### config.mk
export PLATFORM = sky130hd
export DESIGN_NAME = wfr_interlock
export DESIGN_NICKNAME = d
export VERILOG_FILES = /design/src/rtl/wfr_pkg.sv /design/src/rtl/wfr_tag_pipe.sv /design/src/rtl/wfr_addr_cmp.sv /design/src/rtl/wfr_interlock.sv
export SDC_FILE = /design/constraint.sdc
export NUM_CORES = 1
export LEC_CHECK = 0
export CORE_MARGIN = 2
export CORE_UTILIZATION = 30
export DETAILED_ROUTE_END_ITERATION = 10
export GPL_TIMING_DRIVEN = 0
export PLACE_DENSITY_LB_ADDON = 0.08
export SETUP_SLACK_MARGIN = 0.1
export SLEW_MARGIN = 20
export SYNTH_ARGS = -nofsm -noshare
export SYNTH_HDL_FRONTEND = slang
export SYNTH_SLANG_ARGS = --single-unit
export TNS_END_PERCENT = 10
### constraint.sdc
create_clock -name clk_i -period 3.4 [get_ports clk_i]
set_clock_uncertainty 0.1 [all_clocks]
set_input_delay 0.68 -clock clk_i [delete_from_list [all_inputs] [get_ports clk_i]]
set_output_delay 0.68 -clock clk_i [all_outputs]
set_load 0.01 [all_outputs]
### src/rtl/wfr_pkg.sv
package wfr_pkg;
  localparam int unsigned OLDER_DEPTH = 3;  // R2, E, W behind the read-issue stage

  typedef enum logic [1:0] {
    SLOT_R2 = 2'd0,
    SLOT_E  = 2'd1,
    SLOT_W  = 2'd2
  } slot_e;

  typedef struct packed {
    logic vld;
    logic wr;
  } slot_ctl_t;
endpackage

### src/rtl/wfr_tag_pipe.sv
module wfr_tag_pipe
  import wfr_pkg::*;
#(
  parameter int unsigned AW    = 12,
  parameter int unsigned DEPTH = OLDER_DEPTH
) (
  input  logic                      clk_i,
  input  logic                      rst_ni,
  input  logic                      hold_i,
  input  logic                      in_vld_i,
  input  logic                      in_wr_i,
  input  logic [AW-1:0]             in_addr_i,
  output logic [DEPTH-1:0]          vld_o,
  output logic [DEPTH-1:0]          wr_o,
  output logic [DEPTH-1:0][AW-1:0]  addr_o
);
  slot_ctl_t [DEPTH-1:0] ctl_q;
  logic [DEPTH-1:0][AW-1:0] addr_q;

  for (genvar s = 0; s < DEPTH; s++) begin : g_slot
    slot_ctl_t ctl_d;
    logic [AW-1:0] addr_d;
    if (s == 0) begin : g_head
      // a held read-issue stage sends an empty slot forward
      always_comb begin
        ctl_d.vld = in_vld_i & ~hold_i;
        ctl_d.wr  = in_wr_i & ~hold_i;
        addr_d    = in_addr_i;
      end
    end else begin : g_body
      always_comb begin
        ctl_d  = ctl_q[s-1];
        addr_d = addr_q[s-1];
      end
    end

    always_ff @(posedge clk_i or negedge rst_ni) begin
      if (!rst_ni) begin
        ctl_q[s]  <= '0;
        addr_q[s] <= '0;
      end else begin
        ctl_q[s]  <= ctl_d;
        addr_q[s] <= addr_d;
      end
    end

    assign vld_o[s]  = ctl_q[s].vld;
    assign wr_o[s]   = ctl_q[s].vld & ctl_q[s].wr;
    assign addr_o[s] = addr_q[s];
  end

  AST_BUBBLE_EMPTY: assert property (@(posedge clk_i) disable iff (!rst_ni)
    hold_i |=> !vld_o[SLOT_R2]) else $error("bubble slot not empty");

  AST_SLOTS_ADVANCE: assert property (@(posedge clk_i) disable iff (!rst_ni)
    vld_o[0] |=> vld_o[1]) else $error("slot lost while advancing");
endmodule

### src/rtl/wfr_addr_cmp.sv
module wfr_addr_cmp #(
  parameter int unsigned AW        = 12,
  parameter int unsigned FRAME_LSB = 8
) (
  input  logic [AW-1:0] rd_addr_i,
  input  logic          frame_prot_i,
  input  logic          wr_pend_i,
  input  logic [AW-1:0] wr_addr_i,
  output logic          hit_o
);
  logic exact_eq, frame_eq;

  assign exact_eq = (rd_addr_i == wr_addr_i);
  assign frame_eq = (rd_addr_i[AW-1:FRAME_LSB] == wr_addr_i[AW-1:FRAME_LSB]);
  assign hit_o    = wr_pend_i & (exact_eq | (frame_prot_i & frame_eq));
endmodule

### src/rtl/wfr_interlock.sv
module wfr_interlock
  import wfr_pkg::*;
#(
  parameter int unsigned AW        = 12,
  parameter int unsigned FRAME_LSB = 8,
  parameter int unsigned DEPTH     = OLDER_DEPTH,
  localparam int unsigned FW       = AW - FRAME_LSB,
  localparam int unsigned NFRAME   = 1 << FW,
  localparam int unsigned RUN_W    = $clog2(DEPTH + 2)
) (
  input  logic              clk_i,
  input  logic              rst_ni,
  input  logic              protect_i,
  input  logic [NFRAME-1:0] frame_en_i,
  input  logic              rs_vld_i,
  input  logic              rs_kill_i,
  input  logic              rs_rd_i,
  input  logic              rs_wr_i,
  input  logic [AW-1:0]     rs_addr_i,
  output logic              stall_o,
  output logic              bubble_o
);
  logic                     rs_live, rd_act, frame_prot;
  logic [DEPTH-1:0]         slot_vld, slot_wr, hit;
  logic [DEPTH-1:0][AW-1:0] slot_addr;
  logic [FW-1:0]            rd_frame;

  assign rs_live    = rs_vld_i & ~rs_kill_i;
  assign rd_act     = rs_live & rs_rd_i;
  assign rd_frame   = rs_addr_i[AW-1:FRAME_LSB];
  assign frame_prot = frame_en_i[rd_frame];

  wfr_tag_pipe #(.AW(AW), .DEPTH(DEPTH)) u_tags (
    .clk_i     (clk_i),
    .rst_ni    (rst_ni),
    .hold_i    (stall_o),
    .in_vld_i  (rs_live),
    .in_wr_i   (rs_wr_i),
    .in_addr_i (rs_addr_i),
    .vld_o     (slot_vld),
    .wr_o      (slot_wr),
    .addr_o    (slot_addr)
  );

  for (genvar s = 0; s < DEPTH; s++) begin : g_cmp
    wfr_addr_cmp #(.AW(AW), .FRAME_LSB(FRAME_LSB)) u_cmp (
      .rd_addr_i    (rs_addr_i),
      .frame_prot_i (frame_prot),
      .wr_pend_i    (slot_wr[s]),
      .wr_addr_i    (slot_addr[s]),
      .hit_o        (hit[s])
    );
  end

  // any hit keeps the read back, so the youngest pending match governs release
  assign stall_o  = protect_i & rd_act & (|hit);
  assign bubble_o = stall_o;

  // consecutive stall cycles, used only by the bound check
  logic [RUN_W-1:0] stall_run_q;
  always_ff @(posedge clk_i or negedge rst_ni) begin
    if (!rst_ni)      stall_run_q <= '0;
    else if (stall_o) stall_run_q <= stall_run_q + 1'b1;
    else              stall_run_q <= '0;
  end

  AST_STALL_BOUND: assert property (@(posedge clk_i) disable iff (!rst_ni)
    stall_o |-> (stall_run_q < RUN_W'(DEPTH))) else $error("stall too long");

  AST_UNPROT_FREE: assert property (@(posedge clk_i) disable iff (!rst_ni)
    !protect_i |-> !stall_o) else $error("stall in unprotected mode");

  AST_DEAD_ENTRY: assert property (@(posedge clk_i) disable iff (!rst_ni)
    (!rs_vld_i || rs_kill_i) |-> !stall_o) else $error("dead entry stalled");

  AST_NO_READ: assert property (@(posedge clk_i) disable iff (!rst_ni)
    !rs_rd_i |-> !stall_o) else $error("non-read stalled");

  AST_NEEDS_WRITE: assert property (@(posedge clk_i) disable iff (!rst_ni)
    stall_o |-> (|(slot_vld & slot_wr))) else $error("stall with no pending write");
endmodule

### Word-level counts from Yosys, hierarchy flattened

Cells that the tools add are included.
Widths: inputs -> output; s select.

| word-level totals | value |
|---|---|
| flip-flop bits (word level) | 42 |
| input bits | 35 |
| output and inout bits | 2 |
| logic and storage cells | 39 |

| operators by class | value |
|---|---|
| order comparisons | 1 |
| equality and inequality tests | 6 |
| multiplexer cells | 2 |
| bitwise logic cells | 20 |
| reductions and logical operators | 1 |

Operators with widths:

| cell | count |
|---|---|
| $eq 12x12->1 | 3 |
| $and 1x1->1 | 15 |
| $eq 4x4->1 | 3 |
| $lt 4x5->1 const B | 1 |
| $bmux 1 s4 | 1 |
| $or 1x1->1 | 3 |
| $reduce_or 3->1 | 1 |
| $not 1->1 | 2 |
| $mux 1 | 1 |

### Depth between registers and ports, before layout

| depth | value |
|---|---|
| word-level depth | 9 |
| mapped depth | 7 |
| mapped depth without buffers | 5 |

### Cells and area by module

A second synthesis with hierarchy kept.

| unflattened totals | value |
|---|---|
| cells, all modules | 115 |
| area total of the unflattened synthesis | 1677.9 µm² |

Modules (own cells, without submodules):

| module | times used | cells an instance | area an instance (µm²) | sequential area each (µm²) |
|---|---|---|---|---|
| wfr_tag_pipe | 1 | 50 | 1104.8 | 1051.0 |
| wfr_addr_cmp | 3 | 18 | 136.4 | 0.0 |
| wfr_interlock | 1 | 11 | 163.9 | 0.0 |

### Worst setup path before layout

OpenSTA, ideal clock, no wires.

| timing | value |
|---|---|
| kind | input-to-output |
| from | input rs_addr_i[9] |
| to | output stall_o |
| data arrival time | 2.251 ns |
| required time | 2.620 ns |
| setup slack | 0.369 ns |
| cell stages on the path | 7 |
| buffers on the path | 2 |
| cells stage by stage | buf_6 -> mux4_1 -> mux2i_1 -> mux2i_1 -> o311a_1 -> or3_1 -> buf_4 |

| on the way | value |
|---|---|
| cells in the longest elaborated chain, start to end | 7 |
| elaborated cells on any way between the ends | 19 |
| those cells by class | eq/ne: 6; mux: 2; bitwise: 10; reduce/logical: 1 |

Ends and longest elaborated chain:

| element | RTL line | RTL |
|---|---|---|
| start: declaration | wfr_interlock.sv:19 | `input logic [AW-1:0] rs_addr_i,` |
| $bmux 1 s4 | wfr_interlock.sv:31 | `assign frame_prot = frame_en_i[rd_frame];` |
| $mux 1 (not written as such) | wfr_interlock.sv:31 |  |
| $and 1x1->1 | wfr_addr_cmp.sv:15 | `assign hit_o = wr_pend_i & (exact_eq \| (frame_prot_i & frame_eq));` |
| $or 1x1->1 | wfr_addr_cmp.sv:15 |  |
| $and 1x1->1 | wfr_addr_cmp.sv:15 |  |
| $reduce_or 3->1 * | wfr_interlock.sv:56 | `assign stall_o = protect_i & rd_act & (\|hit);` |
| $and 1x1->1 * | wfr_interlock.sv:56 |  |
| end: declaration | wfr_interlock.sv:20 | `output logic stall_o,` |

Every way passes the cells marked *; elsewhere a longest branch is shown, timed or not. The select of a mux whose other input is x is not followed.

### Final worst setup path

| timing | value |
|---|---|
| from | input rs_addr_i[10] |
| to | output stall_o |

Same word-level chain as after synthesis.

==> run_results.csv <==
group,metric,value,unit
outcome,status,"finished, final reports clean",
power_and_ir_drop,netSwitchingPower,0.2236,mW
critical_path,cp_slowest_stage_delay,0.37,ns
critical_path,r2r_start,"u_tags.g_slot[2].addr_d[11]$_DFF_PN0_",
power_and_ir_drop,p_leak,1.034,nW
grt,overflow,0,
floorplanning,core_region_area,5473,um2
logic_synthesis,synthDistinctLibCells,24,
logic_synthesis,synth.net_count,150,
sta,final-setup-viol-count,0,
grt,grt_max_degree,24,
logic_synthesis,synth.avg_cell_area,14.72,um2
placed_design,dp.cells,224,
placed_design,gp_congestion,0.7498,
layout,layout.nets,201,
grt,antenna_found_initial,0,
power_and_ir_drop,ir_worst_vdd,0.0002618,V
cts,cts-hold-fix-buffers,0,
layout,instances_no_fill,239,
placed_design,place_ws,-0.7479,ns
logic_synthesis,syn_inst,115,
critical_path,cp_top_family,"buffers and inverters",
power_and_ir_drop,power.share.combinational,12.7,%
logic_synthesis,ys_ff_latch,42,
logic_synthesis,synth_top_area_share,62.08,%
routing,drt_first_pass_iters,4,
logic_synthesis,synth_xor_area_share,18.63,%
grt,grt_pass1_vias,1146,
critical_path,crit_chain,"dlygate4sd2_1 > buf_6 > buf_4 > xnor2_1 > nand3_1 > nor3_1 > o311a_1 > or3_4 > buf_4 > buf_6",
cts,cts_max_level,2,
cts,clk_latency,0.28,ns
grt,grt_pass1_wl,5347,um
critical_path,critical_path_buf_inv_count,5,
logic_synthesis,yosys.area.top_type,"dfrtp_1",
grt,track_usage,11.41,%
logic_synthesis,yosysWarnings,0,
routing,num_vias,1030,
floorplanning,start_util,30.93,%
sta,tightest_slew,0.4921,ns
logic_synthesis,yosysMostFrequentCell,"dfrtp_1",
sta,hold_ws,0.2575,ns
critical_path,cp-end-kind,"primary output",
floorplanning,die-area,6260,um2
critical_path,crit_fanout,7,
layout,fillers,528,
floorplanning,die_w,79.12,um
critical_path,worstSetupPathType,"primary input to primary output",
power_and_ir_drop,internal_power,0.7587,mW
floorplanning,die_h,79.12,um
logic_synthesis,ys_seq_area_share,62.08,%
critical_path,start_kind,"primary input",
logic_synthesis,synth_top_flop_cell,"dfrtp_1",
routing,viasPerCell,4.310,
layout,multiInputGateArea,635.6,um2
cts,cts_buffer_depth,2,
logic_synthesis,synth-simple-area-share,8.500,%
logic_synthesis,synth_common_cells,"dfrtp_1 (42), xor2_1 (25), xnor2_1 (11)",
critical_path,arrival,2.47,ns
logic_synthesis,syn_area,1693,um2
run,cap_violations,0,
sta,fin_ws,0.1496,ns
critical_path,slowest_stage,"o311a_1",
power_and_ir_drop,power.density_cell_area,422.3,nW/um2
routing,wl_per_cell,13.61,um
placed_design,io_buffers,36,
layout,synthToLayoutAreaGrowth,37.40,%
sta,finalHoldViolCount,0,
cts,cts_tree,"yes",
sta,tns,0,ns
logic_synthesis,synth_top_family_by_area,"XOR/XNOR gates",
critical_path,reg2reg_to,"u_tags.ctl_q[0]$_DFF_PN0_",
power_and_ir_drop,switching_share,22.76,%
logic_synthesis,ys_async_sr_fraction,100.0,%
hold_path,hold_path_class,"primary input to asynchronous set/reset pin",
sta,layout_min_cycle_time,3.250,ns
power_and_ir_drop,power.share.sequential,54.9,%
critical_path,required,2.62,ns
layout,diodes,0,
logic_synthesis,synthMuxAreaShare,7.982,%
floorplanning,io_pins,37,
logic_synthesis,synth_compound_area_share,0.8869,%
sta,slew_viol_final,0,
logic_synthesis,yosys-top-cells-area,"dfrtp_1 (62%), xor2_1 (13%), mux4_1 (6.2%)",
cts,cts_root_buffer,"clkbuf_8",
placed_design,dp_hpwl,2518,um
critical_path,rr_worst_depth,7,
logic_synthesis,synthAdderAreaFrac,0,%
critical_path,r2r_slack,1.46,ns
routing,drt_iter0_drc,28,
sta,rsz0062_at_grt,"true",
power_and_ir_drop,clockPowerShare,32.4,%
routing,drt-total-wl,3253,um
logic_synthesis,synth_edf_count,0,
cts,tritoncts.num_buffers,5,
routing,drtAntennaViolNets,0,
sta,max_clock_freq,307.7,MHz
sta,fin_crit_sh,95.60,%
floorplanning,rows,27,
routing,drcViolationCount,0,
layout,final-seq-area,1051,um2
critical_path,cp.depth,10,
sta,relSlewSlack,67.20,%
cts,clkTransAtPathRegs,0.08,ns
cts,cts.sinks,42,
layout,drive_gt1_share,19.76,%
-- registers in the layout (all words and copies together) (netlist names) --
register	cells
u_tags.g_slot.addr_d	24
u_tags.vld_o	3
u_tags.ctl_q	3
u_tags.addr_o	12
-- routing by layer --
metal	vias to the layer above	routed length, um	GRT usage [%]
met3	4	139	3.295
met4	0	51	4.483
met1	512	1481	15.37
met5	-	0	0
met2	20	1581	17.37
li1	494	-	-
-- cell usage in the layout (no fill, tap or decap) --
cell type / n
nand3_1: 1
inv_1: 1
nand2_1: 1
clkbuf_8: 6
buf_2: 2
buf_6: 4
buf_16: 1
clkdlybuf4s15_1: 1
dlygate4sd2_1: 19
and2_1: 1
a21oi_2: 1
nand4_1: 3
o311a_1: 1
nand2b_1: 1
dfrtp_1: 42
xor2_2: 1
or3_4: 1
nor4b_1: 1
nor4_2: 4
dlymetal6s2s_1: 2
nor2_1: 1
and4_1: 1
clkinv_2: 1
xnor2_1: 11
mux2i_1: 3
mux4_2: 4
clkdlybuf4s50_1: 11
and3_1: 1
nand4b_1: 2
nor4_1: 2
buf_4: 8
xor2_1: 24
clkbuf_1: 1
nor3_1: 3
-- area by class of cell --
| type | count | area share, % |
|---|---|---|
| sequential | 42 | 45.19 |
| clock inverter | 1 | 0.2152 |
| tap | 72 | 3.873 |
| inverter | 1 | 0.1614 |
| clock buffer | 7 | 3.712 |
| buffer | 4 | 1.775 |
| timing repair buffer | 44 | 17.75 |
| multi-input combinational | 68 | 27.33 |
-- through the flow --
step	total power, mW	cell area, um2	utilization [%]
2_1_floorplan	0.5981	1693	-
3_3_place_gp	0.6674	2143	39.16
3_5_place_dp	0.6733	2166	39.57
4_1_cts	0.9977	2286	41.77
5_1_grt	1.037	2326	42.50
6_report	0.9823	2326	42.50
-- power by group through the flow --
| stage | Sequential, mW | Combinational (mW) | Clock (mW) |
|---|---|---|---|
| floorplan | 0.546 | 0.0522 | 0 |
| global placement | 0.548 | 0.119 | 0 |
| detailed placement | 0.549 | 0.124 | 0 |
| CTS | 0.539 | 0.126 | 0.333 |
| global route | 0.542 | 0.139 | 0.356 |
| finish | 0.539 | 0.125 | 0.318 |
-- timing repair --
action                                 4_1_cts  5_1_grt
pin swaps                                    2        2
gates resized for setup                     40        7
gates cloned                                 0        0
endpoints found under the hold margin        0        0
setup endpoints to repair                    2        2
buffers inserted                             6        1
-- worst max path at each step --
stage,start,end,slack (ns)
after floorplan,rs_addr_i[9],stall_o,0.37
after global placement,rs_addr_i[9],stall_o,-0.73
after detailed placement,rs_addr_i[9],stall_o,-0.75
after CTS,rs_addr_i[5],bubble_o,0.06
after global routing,rs_addr_i[9],stall_o,0.04
final,rs_addr_i[10],stall_o,0.15
-- kinds of logic (layout without fill, tap and decap cells) --
logic type,after synthesis,in the layout
AOI/OAI and AO/OA,2,2
xor gates and xnor gates,36,36
buffers and inverters,5,57
DFF,42,42
muxes,7,7
and+or+nand+nor,23,23
No activity file was read; power rests on OpenSTA's default activity.
